$ cat src/rtl/pkt_pio_pkg.sv
package pkt_pio_pkg;
    typedef enum logic [2:0] {
        S_IDLE, S_PKT, S_DECODE, S_SIZE, S_FETCH, S_WAIT, S_HOLD
    } seq_state_t;

    localparam logic [2:0] A_DATA    = 3'd0;
    localparam logic [2:0] A_FEAT    = 3'd1;
    localparam logic [2:0] A_BCLO    = 3'd4;
    localparam logic [2:0] A_BCHI    = 3'd5;
    localparam logic [2:0] A_CMDSTAT = 3'd7;

    localparam int ST_BSY  = 7;
    localparam int ST_DRDY = 6;
    localparam int ST_DRQ  = 3;

    localparam logic [7:0] OP_PACKET      = 8'hA0;
    localparam logic [7:0] OP_READ_BLOCKS = 8'h28;
endpackage

$ cat src/rtl/pkt_capture.sv
module pkt_capture #(
    parameter int NWORDS = 6
) (
    input  logic        clk,
    input  logic        rst_n,
    input  logic        clear,
    input  logic        wr_en,
    input  logic [15:0] wdata,
    output logic        full,
    output logic [7:0]  opcode,
    output logic [31:0] lba,
    output logic [15:0] nblk
);
    localparam int CW = $clog2(NWORDS + 1);

    logic [CW-1:0] cnt_q;

    always_ff @(posedge clk) begin
        if (!rst_n) begin
            cnt_q  <= '0;
            opcode <= '0;
            lba    <= '0;
            nblk   <= '0;
        end else if (clear) begin
            cnt_q <= '0;
        end else if (wr_en && cnt_q != CW'(NWORDS)) begin
            cnt_q <= cnt_q + 1'b1;
            // Each word: even byte in bits 7:0, odd byte in bits 15:8.
            case (cnt_q)
                CW'(0): opcode      <= wdata[7:0];
                CW'(1): lba[31:16]  <= {wdata[7:0], wdata[15:8]};
                CW'(2): lba[15:0]   <= {wdata[7:0], wdata[15:8]};
                CW'(3): nblk[15:8]  <= wdata[15:8];
                CW'(4): nblk[7:0]   <= wdata[7:0];
                default: ;
            endcase
        end
    end

    assign full = (cnt_q == CW'(NWORDS));
endmodule

$ cat src/rtl/burst_sizer.sv
module burst_sizer #(
    parameter int REM_W = 26
) (
    input  logic [14:0]      lim_half,
    input  logic [REM_W-1:0] remain,
    output logic [REM_W-1:0] burst_w,
    output logic [15:0]      burst_bytes
);
    logic [REM_W-1:0] lim_eff;

    always_comb begin
        lim_eff     = (lim_half == '0) ? REM_W'(1) : REM_W'(lim_half);
        burst_w     = (remain < lim_eff) ? remain : lim_eff;
        burst_bytes = {burst_w[14:0], 1'b0};
    end
endmodule

$ cat src/rtl/pkt_pio_seq.sv
module pkt_pio_seq
    import pkt_pio_pkg::*;
#(
    parameter int BLK_BYTES = 2048,
    parameter int LBA_W     = 32,
    parameter int CNT_W     = 16,
    parameter int PKT_WORDS = 6,
    localparam int BLK_WLOG = $clog2(BLK_BYTES / 2),
    localparam int REM_W    = CNT_W + BLK_WLOG,
    localparam int ADDR_W   = LBA_W + BLK_WLOG
) (
    input  logic              clk,
    input  logic              rst_n,
    input  logic              tf_wr,
    input  logic              tf_rd,
    input  logic [2:0]        tf_addr,
    input  logic [15:0]       tf_wdata,
    output logic [15:0]       tf_rdata,
    output logic              irq,
    output logic              st_req,
    output logic [ADDR_W-1:0] st_addr,
    input  logic [15:0]       st_data,
    input  logic              st_valid
);
    seq_state_t        state_q, state_d;
    logic              feat_q, irq_q;
    logic [15:0]       bc_q, word_q;
    logic [14:0]       lim_q;
    logic [REM_W-1:0]  remain_q, left_q, burst_w;
    logic [15:0]       burst_bytes;
    logic [ADDR_W-1:0] addr_q;
    logic              cap_full;
    logic [7:0]        opcode;
    logic [31:0]       lba;
    logic [15:0]       nblk;
    logic [7:0]        stat;

    wire cmd_wr  = tf_wr && tf_addr == A_CMDSTAT;
    wire data_wr = tf_wr && tf_addr == A_DATA;
    wire data_rd = tf_rd && tf_addr == A_DATA;
    wire stat_rd = tf_rd && tf_addr == A_CMDSTAT;
    wire accept  = state_q == S_IDLE && cmd_wr && tf_wdata[7:0] == OP_PACKET && !feat_q;
    wire last_rd = state_q == S_HOLD && data_rd && left_q == REM_W'(1);

    pkt_capture #(.NWORDS(PKT_WORDS)) u_cap (
        .clk(clk), .rst_n(rst_n), .clear(accept),
        .wr_en(state_q == S_PKT && data_wr), .wdata(tf_wdata),
        .full(cap_full), .opcode(opcode), .lba(lba), .nblk(nblk)
    );

    burst_sizer #(.REM_W(REM_W)) u_size (
        .lim_half(lim_q), .remain(remain_q),
        .burst_w(burst_w), .burst_bytes(burst_bytes)
    );

    // State register
    always_ff @(posedge clk) begin
        if (!rst_n) state_q <= S_IDLE;
        else        state_q <= state_d;
    end

    // Transitions
    always_comb begin
        state_d = state_q;
        unique case (state_q)
            S_IDLE:   if (accept) state_d = S_PKT;
            S_PKT:    if (cap_full) state_d = S_DECODE;
            S_DECODE: state_d = S_SIZE;
            S_SIZE:   state_d = (remain_q == '0) ? S_IDLE : S_FETCH;
            S_FETCH:  state_d = S_WAIT;
            S_WAIT:   if (st_valid) state_d = S_HOLD;
            S_HOLD:   if (data_rd) begin
                          if (left_q != REM_W'(1))  state_d = S_FETCH;
                          else if (remain_q == '0)  state_d = S_IDLE;
                          else                      state_d = S_SIZE;
                      end
            default:  state_d = S_IDLE;
        endcase
    end

    // Datapath
    always_ff @(posedge clk) begin
        if (!rst_n) begin
            feat_q   <= 1'b0;
            irq_q    <= 1'b0;
            bc_q     <= '0;
            lim_q    <= '0;
            word_q   <= '0;
            remain_q <= '0;
            left_q   <= '0;
            addr_q   <= '0;
        end else begin
            if (state_q == S_IDLE && tf_wr) begin
                if (tf_addr == A_FEAT) feat_q     <= tf_wdata[0];
                if (tf_addr == A_BCLO) bc_q[7:0]  <= tf_wdata[7:0];
                if (tf_addr == A_BCHI) bc_q[15:8] <= tf_wdata[7:0];
            end
            if (accept) lim_q <= bc_q[15:1];
            if (state_q == S_DECODE) begin
                remain_q <= (opcode == OP_READ_BLOCKS) ? (REM_W'(nblk) << BLK_WLOG) : '0;
                addr_q   <= ADDR_W'(lba) << BLK_WLOG;
            end
            if (state_q == S_SIZE && remain_q != '0) begin
                left_q   <= burst_w;
                remain_q <= remain_q - burst_w;
                bc_q     <= burst_bytes;
            end
            if (state_q == S_WAIT && st_valid) word_q <= st_data;
            if (state_q == S_HOLD && data_rd) begin
                left_q <= left_q - 1'b1;
                addr_q <= addr_q + 1'b1;
            end
            if (accept)                             irq_q <= 1'b0;
            else if (state_q == S_DECODE || last_rd) irq_q <= 1'b1;
            else if (stat_rd)                        irq_q <= 1'b0;
        end
    end

    // Outputs
    always_comb begin
        stat          = '0;
        stat[ST_DRDY] = 1'b1;
        unique case (state_q)
            S_IDLE:                            ;
            S_PKT, S_HOLD:                     stat[ST_DRQ] = 1'b1;
            S_DECODE, S_SIZE, S_FETCH, S_WAIT: stat[ST_BSY] = 1'b1;
            default:                           ;
        endcase
        unique case (tf_addr)
            A_DATA:    tf_rdata = (state_q == S_HOLD) ? word_q : 16'h0;
            A_BCLO:    tf_rdata = {8'h0, bc_q[7:0]};
            A_BCHI:    tf_rdata = {8'h0, bc_q[15:8]};
            A_CMDSTAT: tf_rdata = {8'h0, stat};
            default:   tf_rdata = 16'h0;
        endcase
    end

    assign irq     = irq_q;
    assign st_req  = state_q == S_FETCH;
    assign st_addr = addr_q;

    // Assertions
    p_req_single_r12: assert property (@(posedge clk) disable iff (!rst_n)
        st_req |=> !st_req);
    p_burst_even_r5: assert property (@(posedge clk) disable iff (!rst_n)
        (state_q == S_SIZE && remain_q != '0) |=> (bc_q[0] == 1'b0 && bc_q != 16'h0));
    p_burst_limit_r5: assert property (@(posedge clk) disable iff (!rst_n)
        (state_q == S_SIZE && remain_q != '0 && lim_q != '0) |=> (bc_q <= {lim_q, 1'b0}));
    p_word_left_r6: assert property (@(posedge clk) disable iff (!rst_n)
        state_q == S_HOLD |-> left_q != '0);
    p_irq_burst_end_r7: assert property (@(posedge clk) disable iff (!rst_n)
        last_rd |=> irq);
    p_dma_select_idle_r9: assert property (@(posedge clk) disable iff (!rst_n)
        (state_q == S_IDLE && cmd_wr && feat_q) |=> state_q == S_IDLE);
endmodule

$ cat config.mk
export PLATFORM = sky130hd
export DESIGN_NAME = pkt_pio_seq
export DESIGN_NICKNAME = d
export VERILOG_FILES = /design/src/rtl/pkt_pio_pkg.sv /design/src/rtl/pkt_capture.sv /design/src/rtl/burst_sizer.sv /design/src/rtl/pkt_pio_seq.sv
export SDC_FILE = /design/constraint.sdc
export NUM_CORES = 1
export LEC_CHECK = 0
export ABC_AREA = 1
export BUFFER_PORTS_ARGS = -buffer_cell sky130_fd_sc_hd__buf_2
export CAP_MARGIN = 0
export CORE_UTILIZATION = 60
export DETAILED_ROUTE_END_ITERATION = 6
export PLACE_DENSITY = 0.79
export SLEW_MARGIN = 5
export SYNTH_ARGS = -nofsm -noshare
export SYNTH_HDL_FRONTEND = slang
export SYNTH_HIERARCHICAL = 1
export SYNTH_SLANG_ARGS = --single-unit
$ cat constraint.sdc
create_clock -name clk -period 8.4 [get_ports clk]
set_input_delay 1.68 -clock clk [delete_from_list [all_inputs] [get_ports clk]]
set_output_delay 1.68 -clock clk [all_outputs]
set_load 0.02 [all_outputs]
==> results_dict.tcl, run 1 <==
set metrics [dict create \
    end_kind "output port" \
    clk_path_buf_depth 3 \
    antenna_found_initial 0 \
    rr_worst_depth 18 \
    fp.dieH_um 152 \
    p_per_area_nw_per_um2 141 \
    vdd_drop_max_v 0.000149 \
    dr.pass1.iters 7 \
    cp_max_fo 9 \
    postRouteAntennaNets 0 \
    min_path_type "register to register" \
    grt_pass1_wl_um 65000 \
    skew_ns 0.0221 \
    via_per_inst 5.57 \
    yosys.area_share.adder 0.0449 \
    holdBufCountCts 0 \
    grt_pass1_vias 12800 \
    final_layout_size_suffix_gt1_frac 0.0828 \
    synth_top_family_by_area "simple AND/OR/NAND/NOR gates" \
    initial_core_util 0.617 \
    r2r-start "lim_q[11]" \
    overflow 0 \
    tritoncts "yes" \
    port_buffers 99 \
    htree_levels 1 \
    power_leakage_nw 6.89 \
    drv_slew 0 \
    muxShareOfSynthArea 0 \
    synth_top_area_frac 0.303 \
    ctsResizeCount 0 \
    final_cell_count_no_fill 2598 \
    clkTransAtPathRegs_ns 0.06 \
    gp_congestion 0.969 \
    synth.area.top_cells "dfxtp_1 (30%), nand2_1 (17%), nor2_1 (9.4%), inv_1 (8.7%), nand3_1 (7.2%)" \
    dr_total_vias 14500 \
    netlist_instances 2255 \
    io-pin-count 100 \
    postCtsSetupBuffers 0 \
    finalWorstSetupSlack_ns 3.72 \
    cts_buffers 24 \
    synthXorXnorAreaFrac 0.00581 \
    cp.required_ns 6.72 \
    routed_wl_um 40800 \
    rsz0062_at_grt "no" \
    crit_type "input pin to output port" \
    synth_compound_area_frac 0.116 \
    num-fill-cells 2109 \
    status "finished with violations" \
    netlist_area_um2 13600 \
    dpl.cell_count 2555 \
    hold_path.startpoint "feat_q" \
    period_share 0.557 \
    setup_total_negative_slack_ns 0 \
    clk_latency_ns 0.54 \
    violations "design-rule violations" \
    finalHoldViolCount 0 \
    setup.worst_path.start_class "input pin" \
    syn_avg_cell_area_um2 6.01 \
    ff2ff_setup_slack_ns 4.38 \
    max_cap_viol_count 0 \
    track_usage 0.345 \
    dpl.hpwl_um 29700 \
    placement_rows 54 \
    wire_per_inst_um 15.7 \
    yosysTopAreaCell "dfxtp_1" \
    yosysSeqAreaShare 0.303 \
    yosys_warnings 6 \
    drc 4 \
    hold-path-endpoint "feat_q" \
    ys_types 50 \
    final-setup-viol-count 0 \
    crit_arrival_ns 3.00 \
    max_freq_mhz 214 \
    hold_depth 2 \
    cts_sinks 205 \
    period_minus_slack_ns 4.68 \
    diodes 0 \
    maxSlewHeadroom 0.257 \
    synthToLayoutAreaGrowth_pct 8.80 \
    yosys.area_share.simple 0.402 \
    die_x_um 152 \
    grt_max_degree 109 \
    fp.coreArea_um2 22000 \
    drt_iter0_markers 1371 \
    worst_pin_slew_ns 1.11 \
    clockRootBuffer "clkbuf_16" \
    synth_seq_cells 205 \
    reg2reg_to "remain_q[16]" \
    die-area_um2 23200 \
    fin_nets 2389 \
    post-place-ws_ns 3.72 \
]
## worst max path at each step
| stage | start | endpoint | slack, ns | depth (start not counted) |
|---|---|---|---|---|
| global route | tf_addr[1] | tf_rdata[6] | 3.63 | 7 |
| finish | tf_addr[1] | tf_rdata[6] | 3.72 | 7 |
| global placement | tf_addr[1] | tf_rdata[6] | 3.79 | 7 |
| floorplan | tf_addr[1] | tf_rdata[6] | 3.99 | 5 |
| detailed placement | tf_addr[1] | tf_rdata[6] | 3.72 | 7 |
| CTS | tf_addr[1] | tf_rdata[6] | 3.71 | 7 |
## placed cells by master (no fill, tap or decap), types with 4 or more instances in the layout
cell / n
nand2_1: 631
nor2_1: 338
inv_1: 314
dfxtp_1: 205
nand3_1: 196
a21oi_1: 129
buf_2: 98
o21ai_0: 93
ha_1: 47
nand4_1: 37
nor3_1: 28
clkbuf_16: 24
a31oi_1: 17
o211ai_1: 15
conb_1: 12
buf_4: 11
nand2_2: 9
nor2_2: 9
or2_2: 8
nand3b_1: 8
xor2_1: 7
clkinv_2: 7
nor2_4: 6
o22ai_1: 6
o221ai_1: 5
o21bai_1: 5
inv_2: 4
clkbuf_1: 4
## cell families after synthesis
group           Yosys count
flops                   205
fa+ha+maj                48
xor+xnor                  9
simple gates           1287
compound gates          286
other cells               1
buf+inv                 419
## Yosys cell counts (all sizes together)
cell	number
o221ai	5
xor2	7
xnor2	2
o211ai	15
o22ai	6
nor3b	2
o21ai	96
fa	1
o21bai	5
nand3	197
clkinv	1
and3	2
a22oi	3
conb	1
a311oi	1
nand2	641
o2111ai	1
and2	2
ha	47
a31o	1
a22o	1
nand3b	8
or2	8
o21a	2
nand4	37
a21o	1
a211oi	3
buf	73
dfxtp	205
nor4	6
a31oi	17
and3b	1
inv	318
nor3	29
nor2	354
a21oi	129
clkbuf	27
## per-stage QoR
stage	power (mW)	instance area (um2)	utilization	hold WS (ns)
after floorplan	1.05	13600	-	0.419
after global placement	1.07	14000	0.636	0.429
after detailed placement	1.07	14000	0.636	0.441
after CTS	2.09	14800	0.672	0.450
after global routing	2.14	14800	0.672	0.463
final	2.09	14800	0.672	0.452
## cell type report
| type | instances | area [um2] | area share |
|---|---|---|---|
| Multi-Input combinational cell | 1642 | 7750 | 0.525 |
| Sequential cell | 205 | 4100 | 0.278 |
| Inverter | 319 | 1200 | 0.0812 |
| Clock buffer | 31 | 657 | 0.0445 |
| Timing Repair Buffer | 109 | 573 | 0.0388 |
| Tap cell | 280 | 350 | 0.0238 |
| Clock inverter | 12 | 120 | 0.00814 |
## sequential cells by signal, summed over array words and instances, names as in the netlist
register	flops
remain_q	26
u_cap/nblk	16
left_q	26
bc_q	16
lim_q	15
state_q	3
irq	1
word_q	16
u_cap/lba	32
st_addr	42
u_cap/opcode	8
u_cap/cnt_q	3
feat_q	1
## report_power, final
group	total [mW]	switching, mW	internal, mW
clock network	1.03	0.441	0.588
registers	0.975	0.00104	0.974
logic	0.0815	0.0588	0.0227
## critical path: stages
cell and delay (ns):
buf_2 0.12, nor2_1 0.14, nand2_1 0.16, nor2_8 0.21, clkinv_1 0.25, o221ai_1 0.22
buf_2 0.20
## metal layers
layer | track usage | share of wire
met1 | 0.481 | 0.44
met2 | 0.545 | 0.43
met3 | 0.0572 | 0.094
met4 | 0.104 | 0.027
met5 | 0 | 0
Power figures use the tool's default switching activity.
==> run 2: changes to the inputs <==
--- a/config.mk
+++ b/config.mk
@@ -5,12 +5,12 @@
 export SDC_FILE = /design/constraint.sdc
 export NUM_CORES = 1
 export LEC_CHECK = 0
-export ABC_AREA = 1
+export ABC_AREA = 0
 export BUFFER_PORTS_ARGS = -buffer_cell sky130_fd_sc_hd__buf_2
 export CAP_MARGIN = 0
 export CORE_UTILIZATION = 60
 export DETAILED_ROUTE_END_ITERATION = 6
-export PLACE_DENSITY = 0.79
+export PLACE_DENSITY = 0.8
 export SLEW_MARGIN = 5
 export SYNTH_ARGS = -nofsm -noshare
 export SYNTH_HDL_FRONTEND = slang
==> constraint.sdc (replaced) <==
create_clock -name clk -period 4.5 [get_ports clk]
set_input_delay 0.9 -clock clk [delete_from_list [all_inputs] [get_ports clk]]
set_output_delay 0.9 -clock clk [all_outputs]
set_load 0.02 [all_outputs]
==> run 2 against run 1 <==
Net effect: the run ends with negative setup slack left; non-clock buffer count grew 35; worst setup slack got worse by 3.8 ns; count of clock-buffer cells in the layout fell by 1; core utilization grew 3.0 points; sequential share of layout area rose by 3.5 points; final cell count is 32% lower; combinational power is 69% higher; clock skew is 0.0049 ns lower; via count shrank 22%; first-iteration DRC count shrank 15%; synthesized cell count is 36% lower; critical endpoint is now remain_q[24].
==> results_dict.tcl, run 2 <==
set metrics [dict create \
    status "finished with violations" \
    violations "negative setup slack" \
    drt_iter0_markers 1165 \
    max_cap_viol_count 0 \
    power.internal_mw 2.93 \
    synth_flop_cell "dfxtp_1" \
    yosysSeqAreaShare 0.356 \
    period_share 1.02 \
    worst_pin_slew_ns 1.02 \
    max_freq_mhz 217 \
    postRouteAntennaNets 0 \
    diodes 0 \
    synthTopCellsByCount "dfxtp_1 (205), nand2_1 (175), a21oi_1 (151)" \
    clkTransAtPathRegs_ns 0.06 \
    path_cells "inv_4, ha_4, nand4_1, nor4b_4, a2111oi_4, o211ai_2, mux2_4, ha_4, fa_2, nor2b_1, o21a_1, o21ai_2, a211oi_2, o2111ai_2, a211oi_2, mux2_4, a2111oi_4" \
    dpl.hpwl_um 22600 \
    cp_max_fo 4 \
    overflow 0 \
    async_flop_share 0 \
    power_frac_clock 0.483 \
    yosysTopAreaCell "dfxtp_1" \
    rsz0062_at_grt "yes" \
    holdBufCountCts 0 \
    routed_wl_um 33600 \
    drc 0 \
    grt_max_degree 88 \
    maxSlewHeadroom 0.314 \
    netlist_instances 1441 \
    setup_total_negative_slack_ns -0.145 \
    netlist_area_um2 11500 \
    wire_per_inst_um 19.1 \
    finalWorstSetupSlack_ns -0.108 \
    port_buffers 99 \
    largest_reg_flops 42 \
    netSwitchingFraction 0.225 \
    crit_family "compound AO/OA/AOI/OAI gates" \
    die_x_um 141 \
    antenna_found_initial 0 \
    syn_avg_cell_area_um2 8.00 \
    post-place-ws_ns -0.127 \
    synth_top_area_frac 0.356 \
    tritoncts "yes" \
    drv_slew 0 \
    grt_pass1_vias 10200 \
    power_leakage_nw 5.19 \
    clk_path_buf_depth 3 \
    via_per_inst 6.43 \
    final_common_cell "dfxtp_1" \
    p_seq_frac 0.480 \
    cp.required_ns 4.92 \
    combPwrFrac 0.037 \
    clk_latency_ns 0.53 \
    htree_levels 1 \
    fp.dieH_um 141 \
    die-area_um2 19800 \
    dr_total_vias 11300 \
    min_path_type "register to register" \
    track_usage 0.323 \
    synth_most_common_cell "dfxtp_1" \
    grt_pass1_wl_um 52100 \
    skew_ns 0.0172 \
    finalHoldViolCount 0 \
    fp.coreArea_um2 18800 \
    dpl.cell_count 1706 \
    gp_congestion 0.976 \
    power_switching_uw 851 \
    cts_buffers 22 \
    cpMaxStageDelayCell "nor4b_4" \
    final_cell_mix "dfxtp_1 (194), nand2_1 (174), a21oi_1 (149), buf_2 (99), nor2_1 (98)" \
    final_cell_count_no_fill 1755 \
    synthToLayoutAreaGrowth_pct 14.3 \
    critPathBufInv 1 \
    crit_arrival_ns 5.03 \
    synth_edf_count 0 \
    vdd_drop_max_v 0.000286 \
    max_stage_delay_ns 0.40 \
    io-pin-count 100 \
    initial_core_util 0.614 \
    ys_types 89 \
    period_minus_slack_ns 4.61 \
    p_per_area_nw_per_um2 287 \
    placement_rows 50 \
    dr.pass1.iters 7 \
    end_kind "register" \
    synth_seq_cells 205 \
    power_mw 3.79 \
    final-setup-viol-count 3 \
    fin_nets 1598 \
    final_layout_size_suffix_gt1_frac 0.185 \
    synth.area.top_cells "dfxtp_1 (36%), a21oi_1 (6.6%), nand2_1 (5.7%), ha_1 (5.1%), nand3_1 (4.0%)" \
    setup.worst_path.start_class "register" \
    yosys_warnings 6 \
    cts_sinks 205 \
    clockRootBuffer "clkbuf_16" \
    crit_type "register to register" \
]
[run 2: cell count changes after synthesis, sizes merged, moves of 23 or more]
cell and change:
nand3 -103, nor2 -254, nand2 -466, and3 +30
clkbuf +27, a21oi +23, mux2i +28, inv -255
nor4 +26
[run 2: power by group through the flow]
| stage | Sequential [mW] | Combinational [mW] | Clock, mW |
|---|---|---|---|
| after floorplan | 1.86 | 0.0881 | 0 |
| after global placement | 1.86 | 0.129 | 0 |
| after detailed placement | 1.86 | 0.130 | 0 |
| after CTS | 1.82 | 0.131 | 1.84 |
| after global routing | 1.82 | 0.149 | 1.92 |
| final | 1.82 | 0.138 | 1.83 |
[run 2: logic make-up after synthesis]
group	count (synthesis)	share of synthesized area
and+or+nand+nor	563	0.250
AOI/OAI and AO/OA	380	0.207
DFF	205	0.356
buffers and inverters	173	0.0690
adders and majority gates	48	0.0528
muxes	46	0.0452
xor gates and xnor gates	25	0.0190
other	1	0.000325
[run 2: final timing paths]
| kind | from | endpoint | slack, ns | depth (start not counted) |
|---|---|---|---|---|
| worst min-delay path | word_q[8] | word_q[8] | 0.45 | 2 |
| worst min register to register | word_q[8] | word_q[8] | 0.45 | 2 |
| worst max-delay path | lim_q[2] | remain_q[24] | -0.11 | 17 |
| worst max register to register | lim_q[2] | remain_q[24] | -0.11 | 17 |
[run 2: stage by stage]
stage           util  area [um2]  hold WS [ns]
6_report       0.702       13200         0.452
5_1_grt        0.702       13200         0.470
4_1_cts        0.683       12800         0.454
3_5_place_dp   0.644       12100         0.446
3_3_place_gp   0.644       12100         0.439
2_1_floorplan      -       11600         0.430
[run 2: final cells by class]
| cell class | instances | area, um2 |
|---|---|---|
| Multi-Input combinational cell | 1074 | 6920 |
| Fill cell | 1467 | 5590 |
| Sequential cell | 205 | 4130 |
| Timing Repair Buffer | 144 | 866 |
| Clock buffer | 30 | 621 |
| Tap cell | 234 | 293 |
| Inverter | 63 | 241 |
| Clock inverter | 5 | 103 |
[run 2: timing repair]
| action | CTS | global route |
|---|---|---|
| resized for setup | 2 | 57 |
| pin swaps | 2 | 20 |
| setup buffers | 0 | 14 |
| setup endpoints to repair | 3 | 14 |
| endpoints found under the hold margin | 0 | 0 |
[run 2: tightest hold or removal path, cell delays in order (launching register included)]
cell	delay, ns
dfxtp_1	0.31
nand2_1	0.05
a21oi_1	0.05
[run 2: per-layer routing]
layer,routed length [um],vias to the layer above,track usage
li1,-,5314,-
met1,14000,5340,0.429
met2,15500,533,0.530
met3,2790,93,0.0516
met4,1240,0,0.125
met5,0,-,0
